`config.mk`:
```
export PLATFORM = sky130hd
export DESIGN_NAME = pcm_pad_atten
export DESIGN_NICKNAME = d
export VERILOG_FILES = /design/src/rtl/pcm_pad_pkg.sv /design/src/rtl/pad_frame_capture.sv /design/src/rtl/pad_gain_path.sv /design/src/rtl/pad_lane.sv /design/src/rtl/pcm_pad_atten.sv
export SDC_FILE = /design/constraint.sdc
export NUM_CORES = 1
export LEC_CHECK = 0
export BUFFER_PORTS_ARGS = -buffer_cell sky130_fd_sc_hd__buf_2
export CAP_MARGIN = 20
export CORE_MARGIN = 5
export CORE_UTILIZATION = 45
export DETAILED_ROUTE_END_ITERATION = 8
export GPL_TIMING_DRIVEN = 0
export HOLD_SLACK_MARGIN = 0.08
export PLACE_DENSITY = 0.74
export SLEW_MARGIN = 20
export SYNTH_ARGS = -nofsm -noshare
export SYNTH_HDL_FRONTEND = slang
export SYNTH_HIERARCHICAL = 1
export SYNTH_SLANG_ARGS = --single-unit
```
`constraint.sdc`:
```
create_clock -name clk -period 10.4 [get_ports clk]
set_input_delay 1.56 -clock clk [delete_from_list [all_inputs] [get_ports clk]]
set_output_delay 1.56 -clock clk [all_outputs]
set_load 0.02 [all_outputs]
```
`src/rtl/pcm_pad_pkg.sv`:
```
package pcm_pad_pkg;

    localparam int CODE_W = 8;
    localparam int LIN_W  = 13;
    localparam int MU_BIAS = 33;
    localparam logic [CODE_W-1:0] MU_IDLE  = 8'hFF;
    localparam logic [CODE_W-1:0] A_IDLE   = 8'hD5;
    localparam logic [CODE_W-1:0] A_TOGGLE = 8'h55;

    typedef enum logic [1:0] {
        PAD_PASS = 2'b00,
        PAD_6DB  = 2'b01,
        PAD_12DB = 2'b10,
        PAD_IDLE = 2'b11
    } pad_mode_e;

    typedef struct packed {
        logic             neg;
        logic [LIN_W-1:0] mag;
    } lin_t;

    typedef struct packed {
        logic [CODE_W-1:0] code;
        pad_mode_e         mode;
        logic              alaw;
    } frame_cap_t;

    function automatic lin_t mu_expand(input logic [CODE_W-1:0] code);
        logic [CODE_W-1:0] u;
        logic [LIN_W:0]    t;
        lin_t              r;
        u     = ~code;
        t     = ((LIN_W+1)'(u[3:0]) * (LIN_W+1)'(2) + (LIN_W+1)'(MU_BIAS)) << u[6:4];
        r.neg = u[7];
        r.mag = LIN_W'(t - (LIN_W+1)'(MU_BIAS));
        return r;
    endfunction

    function automatic logic [CODE_W-1:0] mu_compress(input lin_t x);
        logic [LIN_W:0] b;
        logic [2:0]     e;
        logic [3:0]     m;
        b = {1'b0, x.mag} + (LIN_W+1)'(MU_BIAS);
        e = 3'd0;
        for (int i = 0; i < 8; i++) begin
            if (b[5+i]) e = 3'(i);
        end
        m = 4'(b >> (int'(e) + 1));
        return ~{x.neg, e, m};
    endfunction

    function automatic lin_t a_expand(input logic [CODE_W-1:0] code);
        logic [CODE_W-1:0] x;
        logic [LIN_W-1:0]  base;
        lin_t              r;
        x     = code ^ A_TOGGLE;
        base  = LIN_W'({x[3:0], 1'b1});
        r.neg = ~x[7];
        if (x[6:4] == 3'd0) r.mag = base;
        else                r.mag = (base + LIN_W'(32)) << (x[6:4] - 3'd1);
        return r;
    endfunction

    function automatic logic [CODE_W-1:0] a_compress(input lin_t x);
        logic [2:0] e;
        logic [3:0] m;
        e = 3'd0;
        for (int i = 1; i < 8; i++) begin
            if (x.mag[4+i]) e = 3'(i);
        end
        if (e == 3'd0) m = x.mag[4:1];
        else           m = 4'(x.mag >> e);
        return {~x.neg, e, m} ^ A_TOGGLE;
    endfunction

    function automatic lin_t scale_down(input lin_t x, input logic [1:0] sh);
        lin_t r;
        r.neg = x.neg;
        r.mag = x.mag >> sh;
        return r;
    endfunction

endpackage

```
`src/rtl/pad_frame_capture.sv`:
```
module pad_frame_capture
    import pcm_pad_pkg::*;
(
    input  logic              clk,
    input  logic              rst,
    input  logic              sync_in,
    input  logic [CODE_W-1:0] code_in,
    input  logic [1:0]        mode_in,
    input  logic              alaw_in,
    output frame_cap_t        cap,
    output logic              load_q
);

    logic sync_q;
    logic sync_rise;

    assign sync_rise = sync_in & ~sync_q;

    always_ff @(posedge clk) begin
        if (rst) begin
            sync_q <= 1'b0;
            load_q <= 1'b0;
            cap    <= '{code: MU_IDLE, mode: PAD_PASS, alaw: 1'b0};
        end else begin
            sync_q <= sync_in;
            load_q <= sync_rise;
            if (sync_rise) begin
                cap.code <= code_in;
                cap.mode <= pad_mode_e'(mode_in);
                cap.alaw <= alaw_in;
            end
        end
    end

    AST_CAP_HOLD: assert property (@(posedge clk) disable iff (rst)
        !(sync_in && !sync_q) |=> $stable(cap)) else $error("capture moved off sync edge");

endmodule

```
`src/rtl/pad_gain_path.sv`:
```
module pad_gain_path
    import pcm_pad_pkg::*;
(
    input  frame_cap_t        cap,
    output logic [CODE_W-1:0] code_out
);

    lin_t              lin;
    lin_t              lin_sc;
    logic [1:0]        shift;
    logic [CODE_W-1:0] recoded;
    logic [CODE_W-1:0] idle_code;

    always_comb begin
        lin       = cap.alaw ? a_expand(cap.code) : mu_expand(cap.code);
        shift     = (cap.mode == PAD_12DB) ? 2'd2 : 2'd1;
        lin_sc    = scale_down(lin, shift);
        recoded   = cap.alaw ? a_compress(lin_sc) : mu_compress(lin_sc);
        idle_code = cap.alaw ? A_IDLE : MU_IDLE;
        unique case (cap.mode)
            PAD_PASS: code_out = cap.code;
            PAD_6DB,
            PAD_12DB: code_out = recoded;
            default:  code_out = idle_code;
        endcase
    end

endmodule

```
`src/rtl/pad_lane.sv`:
```
module pad_lane
    import pcm_pad_pkg::*;
(
    input  logic              clk,
    input  logic              rst,
    input  logic              alaw_sel,
    input  logic              sync_in,
    input  logic [1:0]        mode_in,
    input  logic [CODE_W-1:0] code_in,
    output logic [CODE_W-1:0] code_out
);

    frame_cap_t        cap;
    logic              load_q;
    logic [CODE_W-1:0] path_code;

    pad_frame_capture u_cap (
        .clk     (clk),
        .rst     (rst),
        .sync_in (sync_in),
        .code_in (code_in),
        .mode_in (mode_in),
        .alaw_in (alaw_sel),
        .cap     (cap),
        .load_q  (load_q)
    );

    pad_gain_path u_path (
        .cap      (cap),
        .code_out (path_code)
    );

    always_ff @(posedge clk) begin
        if (rst)         code_out <= MU_IDLE;
        else if (load_q) code_out <= path_code;
    end

    AST_OUT_STABLE: assert property (@(posedge clk) disable iff (rst)
        !load_q |=> $stable(code_out)) else $error("output moved mid-frame");

    AST_PASS_THRU: assert property (@(posedge clk) disable iff (rst)
        (load_q && cap.mode == PAD_PASS) |=> code_out == $past(cap.code)) else $error("pass-through altered");

    AST_SIGN_KEPT: assert property (@(posedge clk) disable iff (rst)
        (load_q && (cap.mode == PAD_6DB || cap.mode == PAD_12DB)) |=> code_out[7] == $past(cap.code[7])) else $error("sign lost");

    AST_IDLE_CODE: assert property (@(posedge clk) disable iff (rst)
        (load_q && cap.mode == PAD_IDLE) |=> (code_out == MU_IDLE || code_out == A_IDLE)) else $error("bad idle code");

endmodule

```
`src/rtl/pcm_pad_atten.sv`:
```
module pcm_pad_atten
    import pcm_pad_pkg::*;
#(
    parameter int NUM_CH = 4
) (
    input  logic                     clk,
    input  logic                     rst,
    input  logic                     law_sel,
    input  logic [NUM_CH-1:0]        frame_sync,
    input  logic [2*NUM_CH-1:0]      pad_ctl,
    input  logic [CODE_W*NUM_CH-1:0] pcm_in,
    output logic [CODE_W*NUM_CH-1:0] pcm_out
);

    for (genvar g = 0; g < NUM_CH; g++) begin : g_lane
        pad_lane u_lane (
            .clk      (clk),
            .rst      (rst),
            .alaw_sel (law_sel),
            .sync_in  (frame_sync[g]),
            .mode_in  (pad_ctl[2*g +: 2]),
            .code_in  (pcm_in[CODE_W*g +: CODE_W]),
            .code_out (pcm_out[CODE_W*g +: CODE_W])
        );
    end

endmodule

```
==> impl_metrics.yaml, run 1 <==
outcome:
  status: "finished, final reports clean"
sta:
  setup_viol: 0
  drv_slew: 0
  fin_crit_sh_pct: 57.31
  worstMarginPinSlew_ns: 0.8164
  finalHoldViolations: 0
  slew_headroom_pct: 45.52
  max_freq_ghz: 0.1678
  rsz0062_at_grt: "false"
  clock-skew-final_ns: 0.01508
  fin_crit_ns: 5.960
  fin_setup_tns_ns: 0
yosys:
  ys_ff_latch: 84
  syn_area_um2: 15790
  yosysUniqueCellTypes: 130
  synth-seq-area-share_pct: 10.65
  synth-main-ff-cell: "dfxtp_1"
  synth-edff-count: 0
  ys_top_cells_by_area: "dfxtp_1 11%, nor2_1 5.1%, mux2i_1 5.1%"
  async_flop_share_pct: 0
  synth_cells: 2112
  synth_area_per_cell_um2: 7.478
  synth_top_area_share_pct: 10.65
  synth_nets: 2199
  yosysWarningCount: 6
  synth_top_cell_by_area: "dfxtp_1"
setup_path:
  critPathArrivalTime_ns: 6.21
  setup.worst_path.start_class: "register"
  cp.required_ns: 10.65
  cp-end-kind: "register"
  crit_fanout: 10
  crit_type: "reg -> reg"
cells_and_area:
  diodes: 0
  drive_above_1_share_pct: 18.09
  areaGrowthSynthToFinish_pct: 7.819
  final_common_cell: "nor2_1"
  nets: 2288
  layout_common_cells: "214 x nor2_1, 170 x nand2_1, 127 x buf_2"
  fillers: 3418
drt:
  vias_per_cell: 6.568
  drc: 0
  routed_wl_um: 52170
  routedWlPerCell_um: 19.60
  drtIter0Drc: 1390
  vias: 17480
  postRouteAntennaNets: 0
  dr.pass1.iters: 6
cts:
  cts_tree: "built"
  root_buffer: "clkbuf_16"
  cts_resized: 0
  clkSlewWorstSetupHoldPaths_ns: 0.07
  cts_hold_buf: 0
  clockBufferDepth: 2
  clkLatencyLatePin_ns: 0.36
  cts_buffers: 9
  cts_sinks: 84
  cts_max_level: 3
  cts_post_setup_buffers_inserted: 0
floorplanning:
  die_area_um2: 38950
  start_util_pct: 45.61
  die_x_um: 197.3
  rows: 68
  pin_count: 79
  core_area_um2: 34630
  die_h_um: 197.3
pwr:
  peakVddDrop_mv: 0.1005
  power.density_cell_area_nw_per_um2: 159.0
  power.total_mw: 2.707
  leakage_nw: 6.584
grt:
  overflow: 0
  grt.total_usage_pct: 25.70
  grt_max_degree: 29
  grt_pass1_vias: 16370
  grt_pass1_wl_um: 84640
  antenna_found_initial: 2
placement:
  portBuffers: 78
  hpwl_um: 40960
  globalplace.congestion: 1.005
worst_hold_path:
  worstHoldPathType: "reg -> reg"
flow_run:
  drv_cap: 0
==> sequential cells by signal, summed over array words and instances, names as in the netlist <==
| register | flops |
|---|---|
| g_lane.u_lane/code_out | 32 |
| g_lane.u_lane/u_cap/cap | 44 |
| g_lane.u_lane/u_cap/load_q | 4 |
| g_lane.u_lane/u_cap/sync_q | 4 |
==> routing by layer <==
| metal | global-route usage (%) | up-vias | share of wire [%] |
|---|---|---|---|
| met1 | 35.22 | 8287 | 44 |
| met2 | 41.45 | 788 | 46 |
| met5 | 0 | - | 0.040 |
| li1 | - | 8284 | - |
| met3 | 4.093 | 114 | 7.9 |
| met4 | 8.089 | 4 | 2.8 |
==> final cells by class <==
type / instances / area, µm² / area share [%]
buffer: 152 / 887.1 / 5.209
clock buffer: 10 / 229.0 / 1.345
clock inverter: 6 / 46.29 / 0.2719
inverter: 68 / 257.7 / 1.514
multi-input combinational: 1808 / 12970 / 76.15
sequential: 84 / 1682 / 9.875
tap: 455 / 569.3 / 3.343
timing repair buffer: 78 / 390.4 / 2.292
==> path summary, 6_finish.rpt <==
kind              depth (start not counted)  slack, ns                       endpoint                     startpoint
setup reg to reg                         21       4.44   g_lane[1].u_lane/code_out[0]  g_lane[1].u_lane/u_cap/cap[9]
setup / recovery                         21       4.44   g_lane[1].u_lane/code_out[0]  g_lane[1].u_lane/u_cap/cap[9]
hold / removal                            2       0.49  g_lane[1].u_lane/u_cap/cap[1]  g_lane[1].u_lane/u_cap/cap[1]
hold reg to reg                           2       0.49  g_lane[1].u_lane/u_cap/cap[1]  g_lane[1].u_lane/u_cap/cap[1]
==> cell usage after synthesis, types with 24 or more instances <==
library cell and instances:
nor2_1 214, nand2_1 170, a21oi_1 115, o21ai_0 113, dfxtp_1 84, nor2b_1 82, mux2i_1 80, inv_1 61
clkbuf_1 60, nand3_1 58, buf_2 49, ha_1 40, o21ai_1 37, nand2b_1 35, xnor2_1 32, a211oi_1 30
and3_1 28, nor3_1 28, o21a_1 28, mux2_2 27, o211ai_1 27, a31oi_1 26, a211o_1 24, a211o_2 24
==> kinds of logic after synthesis <==
family	synth area share [%]
AND/OR/NAND/NOR	26.25
adder cells (fa/ha/maj)	3.169
XOR/XNOR	2.868
multiplexers	8.659
AO/OA/AOI/OAI	41.16
buffers and inverters	7.249
flip-flops	10.65
==> report_power, final <==
part           internal [mW]  switching [mW]  total (mW)
Sequential             0.343          0.0223       0.365
Combinational          0.789            1.24        2.03
Clock                  0.164           0.152       0.316
Total                   1.30            1.41        2.71
==> critical path, stage by stage (launching register included) <==
cell	delay, ns
dfxtp_1	0.35
buf_6	0.15
buf_4	0.19
buf_2	0.27
buf_2	0.32
o211ai_1	0.14
ha_1	0.29
and3_1	0.21
a22oi_1	0.33
a21oi_1	0.16
nor2_1	0.32
o31ai_2	0.18
o31ai_2	0.58
a211oi_1	0.12
xnor2_1	0.47
a21oi_1	0.19
a211oi_1	0.34
o21ai_2	0.24
mux2_2	0.30
a221oi_2	0.07
a211o_1	0.30
a211o_2	0.32
==> through the flow <==
| step | util (%) | cells | worst slack (ns) | hold WS [ns] | area [µm²] |
|---|---|---|---|---|---|
| after floorplan | - | 2112 | 5.432 | 0.4592 | 15790 |
| after global placement | 48.38 | 2645 | 4.629 | 0.4738 | 16750 |
| after detailed placement | 48.38 | 2645 | 4.605 | 0.4816 | 16750 |
| after CTS | 49.18 | 2661 | 4.577 | 0.4921 | 17030 |
| after global routing | 49.18 | 2661 | 4.098 | 0.5248 | 17030 |
| final | 49.18 | 2661 | 4.440 | 0.4895 | 17030 |
Power figures use the tool's default switching activity.
==> inputs of run 2 (changes only) <==
==> constraint.sdc (replaced) <==
create_clock -name clk -period 5.8 [get_ports clk]
set_input_delay 0.87 -clock clk [delete_from_list [all_inputs] [get_ports clk]]
set_output_delay 0.87 -clock clk [all_outputs]
set_load 0.02 [all_outputs]
==> impl_metrics.yaml, run 2 (synthesized netlist as in run 1, its figures left out) <==
setup_path:
  cp-end-kind: "register"
  cpMaxStageDelayCell: "a311oi_1"
  cp_num_buf_inv: 6
  cp_common_cell: "a211oi_1"
  setup.worst_path.start_class: "register"
  crit_chain: "buf_6 > buf_4 > buf_2 > clkbuf_4 > o211ai_1 > ha_1 > and3_1 > a22oi_2 > a211oi_1 > a311oi_1 > o22a_1 > clkbuf_1 > inv_1 > a21oi_1 > o21ai_4 > mux2i_1 > a221oi_1 > a211oi_1 > o21ai_0 > a221oi_2 > a211o_1 > a211o_2"
  cp.required_ns: 6.05
  crit_fanout: 10
  crit_type: "reg -> reg"
  max_stage_delay_ns: 0.39
  critPathArrivalTime_ns: 5.86
  critPathTopFamily: "compound AO/OA/AOI/OAI gates"
cells_and_area:
  postLayoutCellArea_um2: 17390
  areaGrowthSynthToFinish_pct: 10.12
  multi_input_area_um2: 13230
  fillers: 3404
  final_common_cell: "nor2_1"
  nets: 2300
  diodes: 0
  area.sequential_um2: 1683
  top_register: "g_lane.u_lane/u_cap/cap"
  largest_reg_flops: 44
  drive_above_1_share_pct: 20.11
  layout_common_cells: "212 x nor2_1, 169 x nand2_1, 125 x buf_2"
  top_regs: "g_lane.u_lane/u_cap/cap (44), g_lane.u_lane/code_out (32)"
drt:
  dr.pass1.iters: 8
  vias: 17650
  routedWlPerCell_um: 19.81
  routed_wl_um: 52950
  drc: 0
  drtIter0Drc: 1524
  postRouteAntennaNets: 0
  vias_per_cell: 6.602
cts:
  root_buffer: "clkbuf_16"
  cts_max_level: 3
  clkSlewWorstSetupHoldPaths_ns: 0.07
  clkLatencyLatePin_ns: 0.37
  cts_sinks: 84
  cts_buffers: 9
  cts_tree: "built"
  cts_hold_buf: 0
  clockBufferDepth: 2
sta:
  drv_slew: 0
  finalHoldViolations: 0
  clock-skew-final_ns: 0.01590
  fin_crit_ns: 5.609
  fin_crit_sh_pct: 96.70
  setup_viol: 0
  rsz0062_at_grt: "true"
  slew_headroom_pct: 47.96
  holdWs_ns: 0.4894
  max_freq_ghz: 0.1783
  worstMarginPinSlew_ns: 0.7754
flow_run:
  drv_cap: 0
outcome:
  status: "finished, final reports clean"
floorplanning:
  die_area_um2: 38950
  core_area_um2: 34630
  rows: 68
  die_x_um: 197.3
  die_h_um: 197.3
  start_util_pct: 45.61
  pin_count: 79
placement:
  place_area_um2: 16750
  globalplace.congestion: 1.005
  portBuffers: 78
  hpwl_um: 40960
grt:
  grt_pass1_wl_um: 84750
  grt.total_usage_pct: 25.75
  overflow: 0
  grt_pass1_vias: 16350
  antenna_found_initial: 2
  grt_max_degree: 29
pwr:
  power.density_cell_area_nw_per_um2: 287.7
  peakVddDrop_mv: 0.1900
  leakage_nw: 6.721
  power.total_mw: 5.004
worst_hold_path:
  worstHoldPathType: "reg -> reg"
## run 2: cell count changes in the layout (fill, tap and decap cells not counted), sizes merged
| cell | change |
|---|---|
| buf | +11 |
| clkbuf | +1 |
## run 2: per-stage QoR
step                      TNS [ns]  setup slack (ns)  util (%)  cells
after floorplan                  0            0.8323         -   2112
after global placement           0           0.02949     48.38   2645
after detailed placement         0          0.004745     48.38   2645
after CTS                        0          0.002316     49.27   2661
after global routing      -0.09028          -0.09028     50.22   2673
final                            0            0.1913     50.22   2673
## run 2: metal layers
metal | wire length [µm] | global-route usage, % | vias up
met5 | 21 | 0 | -
met4 | 1455 | 8.064 | 4
met3 | 4061 | 4.093 | 124
met2 | 24270 | 41.56 | 813
met1 | 23150 | 35.29 | 8411
li1 | - | - | 8296
## run 2: path summary, 6_finish.rpt
path | start | endpoint | slack [ns] | cells past startpoint
max | g_lane[1].u_lane/u_cap/cap[9] | g_lane[1].u_lane/code_out[0] | 0.19 | 22
min | g_lane[1].u_lane/u_cap/cap[1] | g_lane[1].u_lane/u_cap/cap[1] | 0.49 | 2
max reg2reg | g_lane[1].u_lane/u_cap/cap[9] | g_lane[1].u_lane/code_out[0] | 0.19 | 22
min reg2reg | g_lane[1].u_lane/u_cap/cap[1] | g_lane[1].u_lane/u_cap/cap[1] | 0.49 | 2
## run 2: worst register-to-register path, cell delays in order, from the launching register on
cell and delay (ns):
dfxtp_1 0.35, buf_6 0.15, buf_4 0.19, buf_2 0.27
clkbuf_4 0.30, o211ai_1 0.13, ha_1 0.30, and3_1 0.22
a22oi_2 0.23, a211oi_1 0.07, a311oi_1 0.39, o22a_1 0.21
clkbuf_1 0.32, inv_1 0.21, a21oi_1 0.39, o21ai_4 0.19
mux2i_1 0.17, a221oi_1 0.33, a211oi_1 0.09, o21ai_0 0.30
a221oi_2 0.08, a211o_1 0.30, a211o_2 0.32
## run 2: power breakdown
part | leakage [nW] | switching [mW] | internal, mW
Combinational | 5.90 | 2.29 | 1.48
Sequential | 0.693 | 0.0400 | 0.615
Clock | 0.130 | 0.275 | 0.295
## run 2: cell type report
| class | count | share of cell area [%] |
|---|---|---|
| multi-input combinational | 1808 | 76.05 |
| sequential | 84 | 9.676 |
| buffer | 151 | 5.129 |
| tap | 455 | 3.273 |
| timing repair buffer | 91 | 2.806 |
| inverter | 68 | 1.482 |
| clock buffer | 10 | 1.317 |
| clock inverter | 6 | 0.2662 |
## run 2: repair_timing
| item | in CTS | in global routing |
|---|---|---|
| buffers inserted | 0 | 13 |
| pin swaps | 0 | 9 |
| endpoints found under the setup margin | 3 | 21 |
| gates resized for setup | 4 | 50 |
